**src/rtl/led_step_pkg.sv**
```systemverilog
package led_step_pkg;

  typedef enum logic [1:0] {
    MV_HOLD  = 2'd0,
    MV_LEFT  = 2'd1,
    MV_RIGHT = 2'd2
  } move_e;

  // One step per cycle; simultaneous requests cancel.
  function automatic move_e decode_move(input logic go_left, input logic go_right);
    if (go_left && !go_right)
      return MV_LEFT;
    else if (go_right && !go_left)
      return MV_RIGHT;
    else
      return MV_HOLD;
  endfunction

endpackage

```
**src/rtl/btn_sync.sv**
```systemverilog
module btn_sync #(
  parameter int W      = 3,
  parameter int STAGES = 2
) (
  input  logic         clk,
  input  logic [W-1:0] async_in,
  output logic [W-1:0] sync_out
);

  logic [STAGES-1:0][W-1:0] chain;

  always_ff @(posedge clk) begin
    chain[0] <= async_in;
    for (int s = 1; s < STAGES; s++) begin
      chain[s] <= chain[s-1];
    end
  end

  assign sync_out = chain[STAGES-1];

endmodule

```
**src/rtl/fall_detect.sv**
```systemverilog
module fall_detect #(
  parameter int W = 2
) (
  input  logic         clk,
  input  logic [W-1:0] level,
  output logic [W-1:0] fall
);

  logic [W-1:0] prev;

  always_ff @(posedge clk) begin
    prev <= level;
  end

  genvar g;
  generate
    for (g = 0; g < W; g++) begin : g_bit
      assign fall[g] = prev[g] & ~level[g];
    end
  endgenerate

endmodule

```
**src/rtl/led_track.sv**
```systemverilog
module led_track
  import led_step_pkg::*;
#(
  parameter int W         = 8,
  parameter int START_POS = 4
) (
  input  logic         clk,
  input  logic         rst,
  input  logic         go_left,
  input  logic         go_right,
  output logic [W-1:0] led
);

  localparam logic [W-1:0] START_PAT = W'(1) << START_POS;

  move_e        mv;
  logic [W-1:0] nxt;

  always_comb begin
    mv  = decode_move(go_left, go_right);
    nxt = led;
    unique case (mv)
      MV_LEFT:  if (!led[W-1]) nxt = led << 1;
      MV_RIGHT: if (!led[0])   nxt = led >> 1;
      default:  nxt = led;
    endcase
  end

  always_ff @(posedge clk) begin
    if (rst) led <= START_PAT;
    else     led <= nxt;
  end

endmodule

```
**src/rtl/led_bar_stepper.sv**
```systemverilog
module led_bar_stepper #(
  parameter int LED_W       = 8,
  parameter int START_POS   = 4,
  parameter int SYNC_STAGES = 2
) (
  input  logic             clk,
  input  logic             rst_btn_n,
  input  logic             btn_up_n,
  input  logic             btn_down_n,
  output logic [LED_W-1:0] led
);

  localparam int NBTN = 3;
  localparam int IDX_DOWN = 0;
  localparam int IDX_UP   = 1;
  localparam int IDX_RST  = 2;

  logic [NBTN-1:0] raw_n;
  logic [NBTN-1:0] synced_n;
  logic [1:0]      falls;
  logic            rst_int;
  logic            down_fall;
  logic            up_fall;

  assign raw_n[IDX_DOWN] = btn_down_n;
  assign raw_n[IDX_UP]   = btn_up_n;
  assign raw_n[IDX_RST]  = rst_btn_n;

  btn_sync #(.W(NBTN), .STAGES(SYNC_STAGES)) u_sync (
    .clk      (clk),
    .async_in (raw_n),
    .sync_out (synced_n)
  );

  assign rst_int = ~synced_n[IDX_RST];

  fall_detect #(.W(2)) u_edge (
    .clk   (clk),
    .level (synced_n[1:0]),
    .fall  (falls)
  );

  assign down_fall = falls[IDX_DOWN];
  assign up_fall   = falls[IDX_UP];

  led_track #(.W(LED_W), .START_POS(START_POS)) u_track (
    .clk      (clk),
    .rst      (rst_int),
    .go_left  (down_fall),
    .go_right (up_fall),
    .led      (led)
  );

endmodule

```
**config.mk**
```make
export PLATFORM = sky130hd
export DESIGN_NAME = led_bar_stepper
export DESIGN_NICKNAME = d
export VERILOG_FILES = /design/src/rtl/led_step_pkg.sv /design/src/rtl/btn_sync.sv /design/src/rtl/fall_detect.sv /design/src/rtl/led_track.sv /design/src/rtl/led_bar_stepper.sv
export SDC_FILE = /design/constraint.sdc
export NUM_CORES = 1
export LEC_CHECK = 0
export BUFFER_PORTS_ARGS = -buffer_cell sky130_fd_sc_hd__buf_4
export CORE_AREA = 8 8 45 47
export DETAILED_ROUTE_END_ITERATION = 16
export DIE_AREA = 0 0 53 55
export PLACE_DENSITY = 0.65
export SYNTH_ARGS = -nofsm -noshare
export SYNTH_HDL_FRONTEND = slang
export SYNTH_HIERARCHICAL = 1
export SYNTH_SLANG_ARGS = --single-unit
```
**constraint.sdc**
```tcl
create_clock -name clk -period 1.7 [get_ports clk]
set_input_delay 0.17 -clock clk [delete_from_list [all_inputs] [get_ports clk]]
set_output_delay 0.17 -clock clk [all_outputs]
set_load 0.1 [all_outputs]
```
==> metrics.txt, run 1 <==
# TYPE chip_impl_metric gauge
chip_impl_info{name="outcome",value="finished clean"} 1
chip_impl_metric{name="route.vias.total",unit=""} 464
chip_impl_metric{name="final.min_clock_period",unit="ns"} 1.35
chip_impl_metric{name="synth_cell_types",unit=""} 19
chip_impl_metric{name="max-clock-path-buffers",unit=""} 2
chip_impl_metric{name="portBuffers",unit=""} 11
chip_impl_info{name="timing.critical_path.from_type",value="register"} 1
chip_impl_info{name="worst-setup-path-type",value="register to register"} 1
chip_impl_metric{name="x_dimension_of_the_die",unit="um"} 53
chip_impl_metric{name="met2_layer_usage_reported_by_global_route",unit="%"} 11.9
chip_impl_metric{name="grt_start_max_net_pins",unit=""} 10
chip_impl_metric{name="fp.dieArea",unit="um^2"} 2920
chip_impl_metric{name="timing.critical_path.fanout_max",unit=""} 7
chip_impl_metric{name="ctsHtreeMaxLevel",unit=""} 1
chip_impl_info{name="hold_class",value="register to register"} 1
chip_impl_metric{name="grt_usage",unit="%"} 8.06
chip_impl_metric{name="dr.first_iter.drc_count",unit=""} 4
chip_impl_metric{name="layout.core_utilization",unit="%"} 53.1
chip_impl_metric{name="cts.clk_slew.worst_paths",unit="ns"} 0.10
chip_impl_metric{name="insertion_delay",unit="ns"} 0.29
chip_impl_metric{name="worstMarginPinSlew",unit="ns"} 0.282
chip_impl_metric{name="power_per_cell_area",unit="nW/um^2"} 1130
chip_impl_metric{name="fillers",unit=""} 125
chip_impl_metric{name="multi_input_comb_area",unit="um^2"} 216
chip_impl_info{name="worst_setup_path_end_kind",value="register"} 1
chip_impl_metric{name="avgRoutedWirePerCell",unit="um"} 12.2
chip_impl_metric{name="postSynthRegisterBits",unit=""} 16
chip_impl_metric{name="min_period_over_period",unit="%"} 79.5
chip_impl_metric{name="area_of_the_mapped_netlist",unit="um^2"} 576
chip_impl_metric{name="critPathBufInv",unit=""} 0
chip_impl_metric{name="nets",unit=""} 77
chip_impl_metric{name="max-cap-violations",unit=""} 0
chip_impl_metric{name="post_cts_resize_count",unit=""} 0
chip_impl_metric{name="grt_pass1_vias",unit=""} 388
chip_impl_metric{name="crit_required",unit="ns"} 1.88
chip_impl_metric{name="setup_viol_count_final",unit=""} 0
chip_impl_metric{name="totalNegativeSetupSlack",unit="ns"} 0
chip_impl_metric{name="die_height",unit="um"} 55
chip_impl_metric{name="via_per_inst",unit=""} 5.27
chip_impl_metric{name="core_area",unit="um^2"} 1380
chip_impl_metric{name="p_leak",unit="nW"} 0.314
chip_impl_metric{name="final_wirelength",unit="um"} 1080
chip_impl_metric{name="critical_path_arrival",unit="ns"} 1.54
chip_impl_metric{name="met3_usage",unit="%"} 3.74
chip_impl_metric{name="route.detailed.drc",unit=""} 0
chip_impl_metric{name="final_cell_count_no_fill",unit=""} 88
chip_impl_info{name="crit_path_cell_trace",value="nor2b_4 > or3b_1 > o221ai_1 > nor2_1"} 1
chip_impl_metric{name="num_io_pins",unit=""} 12
chip_impl_metric{name="finalHoldViolCount",unit=""} 0
chip_impl_metric{name="max_freq",unit="GHz"} 0.740
chip_impl_metric{name="finalMaxSlewViolations",unit=""} 0
chip_impl_metric{name="postSynthCellCount",unit=""} 56
chip_impl_metric{name="cts_buffer_count",unit=""} 3
chip_impl_info{name="root_buffer",value="sky130_fd_sc_hd__clkbuf_4"} 1
chip_impl_info{name="grt_setup_unrepaired",value="false"} 1
chip_impl_info{name="top_cell_family_by_delay_on_the_critical_path",value="simple AND/OR/NAND/NOR gates"} 1
chip_impl_metric{name="gp_congestion",unit=""} 0.831
chip_impl_metric{name="antenna_violations_before_repair",unit=""} 0
chip_impl_metric{name="dp_cells",unit=""} 81
chip_impl_metric{name="cts.sinks",unit=""} 16
chip_impl_metric{name="max_slew_margin",unit="%"} 81.3
chip_impl_metric{name="place.detailed.hpwl",unit="um"} 768
chip_impl_metric{name="synthesized_net_count",unit=""} 60
chip_impl_metric{name="antenna_cells",unit=""} 0
chip_impl_info{name="global_route.peak_usage_layer",value="met2"} 1
chip_impl_metric{name="syn_to_final_growth",unit="%"} 27.6
chip_impl_metric{name="route.antenna.remaining_nets",unit=""} 0
chip_impl_info{name="critical-path-slowest-cell",value="sky130_fd_sc_hd__or3b_1"} 1
chip_impl_metric{name="seq_area_frac_synth",unit="%"} 55.7
chip_impl_metric{name="gr-usage-met1",unit="%"} 8.76
chip_impl_metric{name="drtPass1Iterations",unit=""} 5
chip_impl_metric{name="gr-total-overflow",unit=""} 0
chip_impl_metric{name="critical-path-max-stage-delay",unit="ns"} 0.45
chip_impl_info{name="cts_tree",value="built"} 1
chip_impl_metric{name="syn_area_per_cell",unit="um^2"} 10.3
chip_impl_metric{name="ir_worst_vdd",unit="mV"} 0.556
chip_impl_metric{name="regArea",unit="um^2"} 323
chip_impl_metric{name="effective_utilization_at_floorplan",unit="%"} 41.6
chip_impl_metric{name="clock-skew-final",unit="ns"} 0.0101
chip_impl_metric{name="drive_above_1_share",unit="%"} 29.2
chip_impl_metric{name="row_count",unit=""} 14
chip_impl_metric{name="synthesis.yosys.warnings",unit=""} 6
chip_impl_metric{name="post-cts-setup-buffers",unit=""} 0
chip_impl_metric{name="grt_first_pass_wirelength",unit="um"} 1680
-- registers in the layout (all words and copies together) (netlist names) --
register and count:
u_sync/sync_out 3, u_sync/chain 3, u_track/led 8, u_edge/prev 2
-- where the power goes --
part,switching (mW),total (mW),internal (mW),leakage [nW]
Combinational,0.121,0.168,0.0472,0.159
Sequential,0.0169,0.414,0.397,0.134
Clock,0.116,0.247,0.130,0.0210
-- Yosys cell counts --
library cell,number,share of area (%)
sky130_fd_sc_hd__o21ai_0,3,2.6
sky130_fd_sc_hd__nand2_1,1,0.65
sky130_fd_sc_hd__o21a_1,1,1.3
sky130_fd_sc_hd__dfxtp_1,16,56
sky130_fd_sc_hd__nor2b_1,1,1.1
sky130_fd_sc_hd__nor2_1,5,3.3
sky130_fd_sc_hd__a221oi_1,1,1.5
sky130_fd_sc_hd__nor3b_1,2,2.6
sky130_fd_sc_hd__o211ai_1,1,1.3
sky130_fd_sc_hd__nand3_1,3,2.6
sky130_fd_sc_hd__o221ai_1,4,6.1
sky130_fd_sc_hd__nor3_1,4,3.5
sky130_fd_sc_hd__buf_2,1,0.87
sky130_fd_sc_hd__inv_1,3,2.0
sky130_fd_sc_hd__buf_4,3,3.9
sky130_fd_sc_hd__a21oi_1,2,1.7
sky130_fd_sc_hd__o2111ai_1,1,1.5
sky130_fd_sc_hd__nor2b_4,2,4.8
sky130_fd_sc_hd__or3b_1,2,3.0
-- layer usage --
metal  wire length, um  share of wire [%]
met2               478                 44
met5                 0                  0
met3                75                7.0
met4                27                2.5
met1               495                 46
-- cell usage in the layout, fill, tap and decap left out --
cell type and n:
sky130_fd_sc_hd__o21a_1 1, sky130_fd_sc_hd__nor2b_1 1, sky130_fd_sc_hd__nor2b_4 2, sky130_fd_sc_hd__dfxtp_2 2, sky130_fd_sc_hd__or3b_1 2, sky130_fd_sc_hd__o221ai_1 4
sky130_fd_sc_hd__o211ai_1 1, sky130_fd_sc_hd__inv_1 3, sky130_fd_sc_hd__a221oi_1 1, sky130_fd_sc_hd__buf_4 13, sky130_fd_sc_hd__clkbuf_4 3, sky130_fd_sc_hd__dfxtp_1 14
sky130_fd_sc_hd__nor2_1 5, sky130_fd_sc_hd__o2111ai_1 1, sky130_fd_sc_hd__nor3_1 4, sky130_fd_sc_hd__clkbuf_8 1, sky130_fd_sc_hd__a21oi_1 2, sky130_fd_sc_hd__o21ai_0 3
sky130_fd_sc_hd__dlygate4sd3_1 3, sky130_fd_sc_hd__nor3b_1 2, sky130_fd_sc_hd__nand3_1 3, sky130_fd_sc_hd__nand2_1 1
-- metrics by stage --
stage	cell area [um^2]	setup WS, ns	power (mW)	hold WS (ns)
finish	734	0.349	0.828	0.332
global route	734	0.256	0.860	0.348
CTS	734	0.351	0.837	0.333
detailed placement	668	0.351	0.585	0.277
global placement	668	0.351	0.584	0.275
floorplan	578	0.266	0.552	0.198
-- worst reg2reg max path: cells and delay by family, from the launching register on --
family             cells  cell delay, ns
and+or+nand+nor        3            0.69
DFF                    1            0.34
AOI/OAI and AO/OA      1            0.23
-- timing repair --
| item | CTS | global route |
|---|---|---|
| hold buffers | 3 | 0 |
| setup endpoints to repair | 0 | 0 |
| hold endpoints to repair | 3 | 0 |
-- logic make-up after synthesis --
logic type	after synthesis	share of synthesized area [%]
compound gates	13	16.1
buf+inv	7	6.74
flops	16	55.7
simple gates	20	21.5
-- layout make-up --
type | count | area share, %
repair buffers | 16 | 17.4
inverters | 3 | 1.53
flip-flops and latches | 16 | 44.0
clock buffers | 4 | 4.94
well taps | 16 | 2.73
multi-input cells | 33 | 29.5
-- worst paths after layout --
path                        endpoint  slack, ns  cells past startpoint               start
setup / recovery      u_track/led[3]       0.35                      4  u_sync/sync_out[0]
hold / removal    u_sync/sync_out[0]       0.33                      0     u_sync/chain[0]
hold reg to reg   u_sync/sync_out[0]       0.33                      0     u_sync/chain[0]
setup reg to reg      u_track/led[3]       0.35                      4  u_sync/sync_out[0]
No activity file was read; power rests on OpenSTA's default activity.
==> run 2: changes to the inputs <==
clock period = 1.25 ns   (was 1.7 ns; I/O delays follow)
==> run 2 against run 1 <==
The flow now finishes with violations (negative setup slack). Largest cell class unchanged. Worst hold slack hardly changed. Critical endpoint is now u_track/led[6]. Setup slack worse by 0.35 ns. Sequential power is 37% higher. Clock skew grew 0.0014 ns.
==> metrics.txt, run 2 (synthesis results as in run 1) <==
# TYPE chip_impl_metric gauge
chip_impl_metric{name="route.detailed.drc",unit=""} 0
chip_impl_metric{name="cts_buffer_count",unit=""} 3
chip_impl_metric{name="effective_utilization_at_floorplan",unit="%"} 41.6
chip_impl_metric{name="worst_hold_slack",unit="ns"} 0.332
chip_impl_info{name="timing.critical_path.from_type",value="register"} 1
chip_impl_info{name="layout.cells.most_common",value="sky130_fd_sc_hd__buf_4"} 1
chip_impl_metric{name="final_cell_count_no_fill",unit=""} 95
chip_impl_metric{name="nets",unit=""} 84
chip_impl_metric{name="via_per_inst",unit=""} 5.35
chip_impl_metric{name="route.antenna.remaining_nets",unit=""} 0
chip_impl_metric{name="ir_worst_vdd",unit="mV"} 1.02
chip_impl_metric{name="fp.dieArea",unit="um^2"} 2920
chip_impl_info{name="most-common-layout-cells",value="18 x sky130_fd_sc_hd__buf_4, 8 x sky130_fd_sc_hd__dfxtp_2, 6 x sky130_fd_sc_hd__dfxtp_1"} 1
chip_impl_metric{name="post-route-worst-setup-slack",unit="ns"} -0.00384
chip_impl_metric{name="clock-skew-final",unit="ns"} 0.0115
chip_impl_info{name="cts_tree",value="built"} 1
chip_impl_info{name="failed_checks",value="negative setup slack"} 1
chip_impl_metric{name="antenna_violations_before_repair",unit=""} 0
chip_impl_metric{name="drive_above_1_share",unit="%"} 57.0
chip_impl_info{name="hold_class",value="register to register"} 1
chip_impl_metric{name="layout.core_utilization",unit="%"} 62.4
chip_impl_metric{name="timing.critical_path.fanout_max",unit=""} 5
chip_impl_metric{name="dp_worst_setup_slack",unit="ns"} -0.0757
chip_impl_metric{name="dr.first_iter.drc_count",unit=""} 3
chip_impl_metric{name="finalMaxSlewViolations",unit=""} 0
chip_impl_metric{name="syn_to_final_growth",unit="%"} 50.0
chip_impl_metric{name="largest_register_ff_count",unit=""} 8
chip_impl_metric{name="grt_start_max_net_pins",unit=""} 10
chip_impl_info{name="worst-setup-path-type",value="register to register"} 1
chip_impl_metric{name="fillers",unit=""} 119
chip_impl_metric{name="cts.clk_slew.worst_paths",unit="ns"} 0.10
chip_impl_info{name="grt_setup_unrepaired",value="true"} 1
chip_impl_metric{name="die_height",unit="um"} 55
chip_impl_metric{name="finalHoldViolCount",unit=""} 0
chip_impl_metric{name="avgRoutedWirePerCell",unit="um"} 13.7
chip_impl_metric{name="ctsHtreeMaxLevel",unit=""} 1
chip_impl_metric{name="route.vias.total",unit=""} 508
chip_impl_metric{name="p_leak",unit="nW"} 0.366
chip_impl_metric{name="num_io_pins",unit=""} 12
chip_impl_metric{name="final.min_clock_period",unit="ns"} 1.25
chip_impl_metric{name="grt_pass1_vias",unit=""} 467
chip_impl_metric{name="grt_first_pass_wirelength",unit="um"} 2030
chip_impl_metric{name="max_freq",unit="GHz"} 0.798
chip_impl_metric{name="final_wirelength",unit="um"} 1300
chip_impl_metric{name="max_slew_margin",unit="%"} 80.7
chip_impl_info{name="hold_path.startpoint",value="u_sync/chain[1]"} 1
chip_impl_metric{name="portBuffers",unit=""} 11
chip_impl_info{name="regToRegStartpoint",value="u_edge/prev[1]"} 1
chip_impl_metric{name="totalNegativeSetupSlack",unit="ns"} -0.00384
chip_impl_metric{name="gp_congestion",unit=""} 0.768
chip_impl_info{name="crit_start",value="u_edge/prev[1]"} 1
chip_impl_info{name="root_buffer",value="sky130_fd_sc_hd__clkbuf_4"} 1
chip_impl_info{name="outcome",value="finished with violations"} 1
chip_impl_info{name="top_register",value="u_track/led"} 1
chip_impl_metric{name="row_count",unit=""} 14
chip_impl_metric{name="crit_required",unit="ns"} 1.43
chip_impl_metric{name="min_period_over_period",unit="%"} 100
chip_impl_metric{name="worstMarginPinSlew",unit="ns"} 0.289
chip_impl_metric{name="x_dimension_of_the_die",unit="um"} 53
chip_impl_metric{name="antenna_cells",unit=""} 0
chip_impl_info{name="worst_setup_path_end_kind",value="register"} 1
chip_impl_metric{name="critical_path_arrival",unit="ns"} 1.44
chip_impl_metric{name="insertion_delay",unit="ns"} 0.28
chip_impl_metric{name="power_per_cell_area",unit="nW/um^2"} 1350
chip_impl_metric{name="grt_usage",unit="%"} 9.50
chip_impl_metric{name="place.detailed.hpwl",unit="um"} 857
chip_impl_metric{name="cts.sinks",unit=""} 16
chip_impl_metric{name="gr-total-overflow",unit=""} 0
chip_impl_metric{name="max-cap-violations",unit=""} 0
chip_impl_metric{name="setup_viol_count_final",unit=""} 1
chip_impl_metric{name="drtPass1Iterations",unit=""} 4
chip_impl_metric{name="max-clock-path-buffers",unit=""} 2
chip_impl_metric{name="core_area",unit="um^2"} 1380
chip_impl_metric{name="dp_cells",unit=""} 87
==> run 2: through the flow <==
stage                     power (mW)  area (um^2)
after detailed placement       0.812          737
final                           1.17          863
after CTS                       1.17          822
after global routing            1.23          863
after global placement         0.811          737
after floorplan                0.760          612
==> run 2: layer usage <==
metal	part of all wire (%)	routed length, um	vias up	GRT usage (%)
met3	8.0	104	2	4.28
met2	47	606	21	14.1
met1	44	576	238	10.8
met4	1.0	13	0	6.47
li1	-	-	247	-
met5	0	0	-	0
==> run 2: what timing repair did <==
action,4_1_cts,5_1_grt
resized for setup,5,8
endpoints found under the hold margin,3,0
pin swaps,0,3
setup endpoints to repair,6,6
setup buffers,0,1
hold buffers,3,0
cloned,0,0
==> run 2: final timing paths <==
path	endpoint	slack (ns)	depth (start not counted)
min	u_sync/sync_out[1]	0.33	0
min reg2reg	u_sync/sync_out[1]	0.33	0
max	u_track/led[6]	-0.004	4
max reg2reg	u_track/led[6]	-0.004	4
==> run 2: worst max-delay path, stage by stage (launching register included) <==
cell and delay, ns:
sky130_fd_sc_hd__dfxtp_1 0.32, sky130_fd_sc_hd__nor2b_4 0.16, sky130_fd_sc_hd__or3b_4 0.44, sky130_fd_sc_hd__o221ai_2 0.17
sky130_fd_sc_hd__nor2_1 0.07
==> run 2: where the power goes <==
part / switching (mW) / leakage (nW) / internal (mW)
clock network: 0.161 / 0.0210 / 0.177
registers: 0.0276 / 0.136 / 0.540
logic: 0.177 / 0.209 / 0.0870
==> run 2: area by class of cell <==
type	count	area (um^2)	share of cell area [%]
Inverter	3	11.3	1.30
Timing Repair Buffer	23	188	21.7
Clock buffer	4	36.3	4.20
Sequential cell	16	338	39.1
Multi-Input combinational cell	33	270	31.3
Tap cell	16	20.0	2.32
==> run 3: changes to the inputs <==
==> constraint.sdc (replaced) <==
create_clock -name clk -period 1.25 [get_ports clk]
set_input_delay 0.25 -clock clk [delete_from_list [all_inputs] [get_ports clk]]
set_output_delay 0.25 -clock clk [all_outputs]
set_load 0.1 [all_outputs]
==> run 3 against run 2 <==
The run still ends with negative setup slack left. Largest cell class unchanged. Power up 0.73%. Critical path depth unchanged. Largest power group unchanged. Via count is 3.9% lower. Sequential power about the same. Highest routed layer unchanged. Die area is the same. Cell count is 3.2% lower. Sequential cell count unchanged. Count of clock-buffer cells in the layout is the same. Fmax shrank 1.5%.
==> metrics.txt, run 3 (synthesis results as in run 1) <==
# TYPE chip_impl_metric gauge
chip_impl_metric{name="gp_congestion",unit=""} 0.768
chip_impl_info{name="layout.cells.most_common",value="sky130_fd_sc_hd__buf_4"} 1
chip_impl_info{name="worst_setup_path_end_kind",value="register"} 1
chip_impl_metric{name="via_per_inst",unit=""} 5.30
chip_impl_info{name="top_register",value="u_track/led"} 1
chip_impl_metric{name="place.detailed.hpwl",unit="um"} 857
chip_impl_metric{name="effective_utilization_at_floorplan",unit="%"} 41.6
chip_impl_metric{name="num_io_pins",unit=""} 12
chip_impl_metric{name="grt_start_max_net_pins",unit=""} 10
chip_impl_metric{name="core_area",unit="um^2"} 1380
chip_impl_metric{name="route.vias.total",unit=""} 488
chip_impl_metric{name="largest_register_ff_count",unit=""} 8
chip_impl_metric{name="layout.core_utilization",unit="%"} 64.4
chip_impl_metric{name="gr-total-overflow",unit=""} 0
chip_impl_metric{name="totalNegativeSetupSlack",unit="ns"} -0.0327
chip_impl_metric{name="timing.critical_path.fanout_max",unit=""} 5
chip_impl_metric{name="ir_worst_vdd",unit="mV"} 1.01
chip_impl_metric{name="critical_path_arrival",unit="ns"} 1.44
chip_impl_metric{name="drive_above_1_share",unit="%"} 61.8
chip_impl_metric{name="final.min_clock_period",unit="ns"} 1.27
chip_impl_metric{name="post-route-worst-setup-slack",unit="ns"} -0.0231
chip_impl_metric{name="p_leak",unit="nW"} 0.370
chip_impl_metric{name="worstMarginPinSlew",unit="ns"} 0.306
chip_impl_metric{name="drtPass1Iterations",unit=""} 4
chip_impl_metric{name="max_slew_margin",unit="%"} 79.6
chip_impl_info{name="hold_class",value="primary input to register"} 1
chip_impl_info{name="failed_checks",value="negative setup slack"} 1
chip_impl_metric{name="setup_viol_count_final",unit=""} 2
chip_impl_info{name="cts_tree",value="built"} 1
chip_impl_metric{name="portBuffers",unit=""} 11
chip_impl_metric{name="avgRoutedWirePerCell",unit="um"} 14.1
chip_impl_metric{name="grt_first_pass_wirelength",unit="um"} 1920
chip_impl_metric{name="clock-skew-final",unit="ns"} 0.0124
chip_impl_metric{name="route.antenna.remaining_nets",unit=""} 0
chip_impl_metric{name="ctsHoldBuffers",unit=""} 0
chip_impl_metric{name="cts_buffer_count",unit=""} 3
chip_impl_metric{name="grt_usage",unit="%"} 9.06
chip_impl_metric{name="die_height",unit="um"} 55
chip_impl_metric{name="grt_pass1_vias",unit=""} 448
chip_impl_metric{name="finalMaxSlewViolations",unit=""} 0
chip_impl_info{name="grt_setup_unrepaired",value="true"} 1
chip_impl_metric{name="x_dimension_of_the_die",unit="um"} 53
chip_impl_info{name="outcome",value="finished with violations"} 1
chip_impl_metric{name="cts.clk_slew.worst_paths",unit="ns"} 0.10
chip_impl_metric{name="cts.sinks",unit=""} 16
chip_impl_metric{name="min_period_over_period",unit="%"} 102
chip_impl_metric{name="antenna_violations_before_repair",unit=""} 0
chip_impl_metric{name="antenna_cells",unit=""} 0
chip_impl_metric{name="syn_to_final_growth",unit="%"} 54.8
chip_impl_info{name="root_buffer",value="sky130_fd_sc_hd__clkbuf_4"} 1
chip_impl_metric{name="max_freq",unit="GHz"} 0.786
chip_impl_metric{name="final_wirelength",unit="um"} 1300
chip_impl_info{name="timing.critical_path.from_type",value="register"} 1
chip_impl_metric{name="finalHoldViolCount",unit=""} 0
chip_impl_info{name="worst-setup-path-type",value="register to register"} 1
chip_impl_metric{name="route.detailed.drc",unit=""} 0
chip_impl_metric{name="ctsHtreeMaxLevel",unit=""} 1
chip_impl_metric{name="power_per_cell_area",unit="nW/um^2"} 1320
chip_impl_metric{name="nets",unit=""} 81
chip_impl_metric{name="max-clock-path-buffers",unit=""} 2
chip_impl_info{name="most-common-layout-cells",value="10 x sky130_fd_sc_hd__buf_4, 9 x sky130_fd_sc_hd__dfxtp_2, 7 x sky130_fd_sc_hd__buf_6"} 1
chip_impl_metric{name="insertion_delay",unit="ns"} 0.28
chip_impl_metric{name="max-cap-violations",unit=""} 0
chip_impl_metric{name="row_count",unit=""} 14
chip_impl_metric{name="crit_required",unit="ns"} 1.42
chip_impl_metric{name="fp.dieArea",unit="um^2"} 2920
chip_impl_metric{name="dr.first_iter.drc_count",unit=""} 6
==> run 3: through the flow <==
stage | area (um^2) | hold slack (ns) | instances | total power [mW] | setup slack (ns)
after floorplan | 612 | 0.278 | 56 | 0.760 | -0.114
after global placement | 737 | 0.311 | 87 | 0.811 | -0.0647
after detailed placement | 737 | 0.316 | 87 | 0.812 | -0.0757
after CTS | 801 | 0.0628 | 91 | 1.16 | -0.00316
after global routing | 891 | 0.0405 | 92 | 1.24 | -0.0957
final | 891 | 0.0737 | 92 | 1.18 | -0.0231
==> run 3: layer usage <==
| metal | part of all wire, % | GRT usage, % |
|---|---|---|
| met1 | 45 | 10.8 |
| met2 | 49 | 12.7 |
| met5 | 0 | 0 |
| met4 | 1.0 | 6.47 |
| met3 | 4.7 | 4.01 |
==> run 3: path summary, 6_finish.rpt <==
| kind | slack (ns) | to | startpoint | depth (start not counted) |
|---|---|---|---|---|
| max | -0.02 | u_track/led[2] | u_edge/prev[1] | 4 |
| min | 0.07 | u_sync/chain[1] | btn_up_n | 1 |
| max reg2reg | -0.02 | u_track/led[2] | u_edge/prev[1] | 4 |
| min reg2reg | 0.33 | u_sync/sync_out[1] | u_sync/chain[1] | 0 |
==> run 3: power breakdown <==
| part | switching, mW | total, mW | internal (mW) |
|---|---|---|---|
| sequential | 0.0300 | 0.571 | 0.541 |
| clock | 0.156 | 0.333 | 0.177 |
| combinational | 0.178 | 0.273 | 0.0952 |
==> run 3: final cells by class <==
cell class | count | area [um^2]
Sequential cell | 16 | 339
Timing Repair Buffer | 20 | 209
Multi-Input combinational cell | 33 | 275
Tap cell | 16 | 20.0
Inverter | 3 | 11.3
Clock buffer | 4 | 36.3
Fill cell | 112 | 493
==> run 3: worst max-delay path, cell delays in order (launching register included) <==
cell and delay (ns):
sky130_fd_sc_hd__dfxtp_1 0.31, sky130_fd_sc_hd__nor2b_4 0.16, sky130_fd_sc_hd__or3b_4 0.44, sky130_fd_sc_hd__o221ai_2 0.18
sky130_fd_sc_hd__nor2_1 0.08
==> run 3: timing repair <==
item | in CTS | in global routing
resized for setup | 8 | 20
buffers inserted | 0 | 1
endpoints found under the setup margin | 9 | 12
pin swaps | 0 | 2
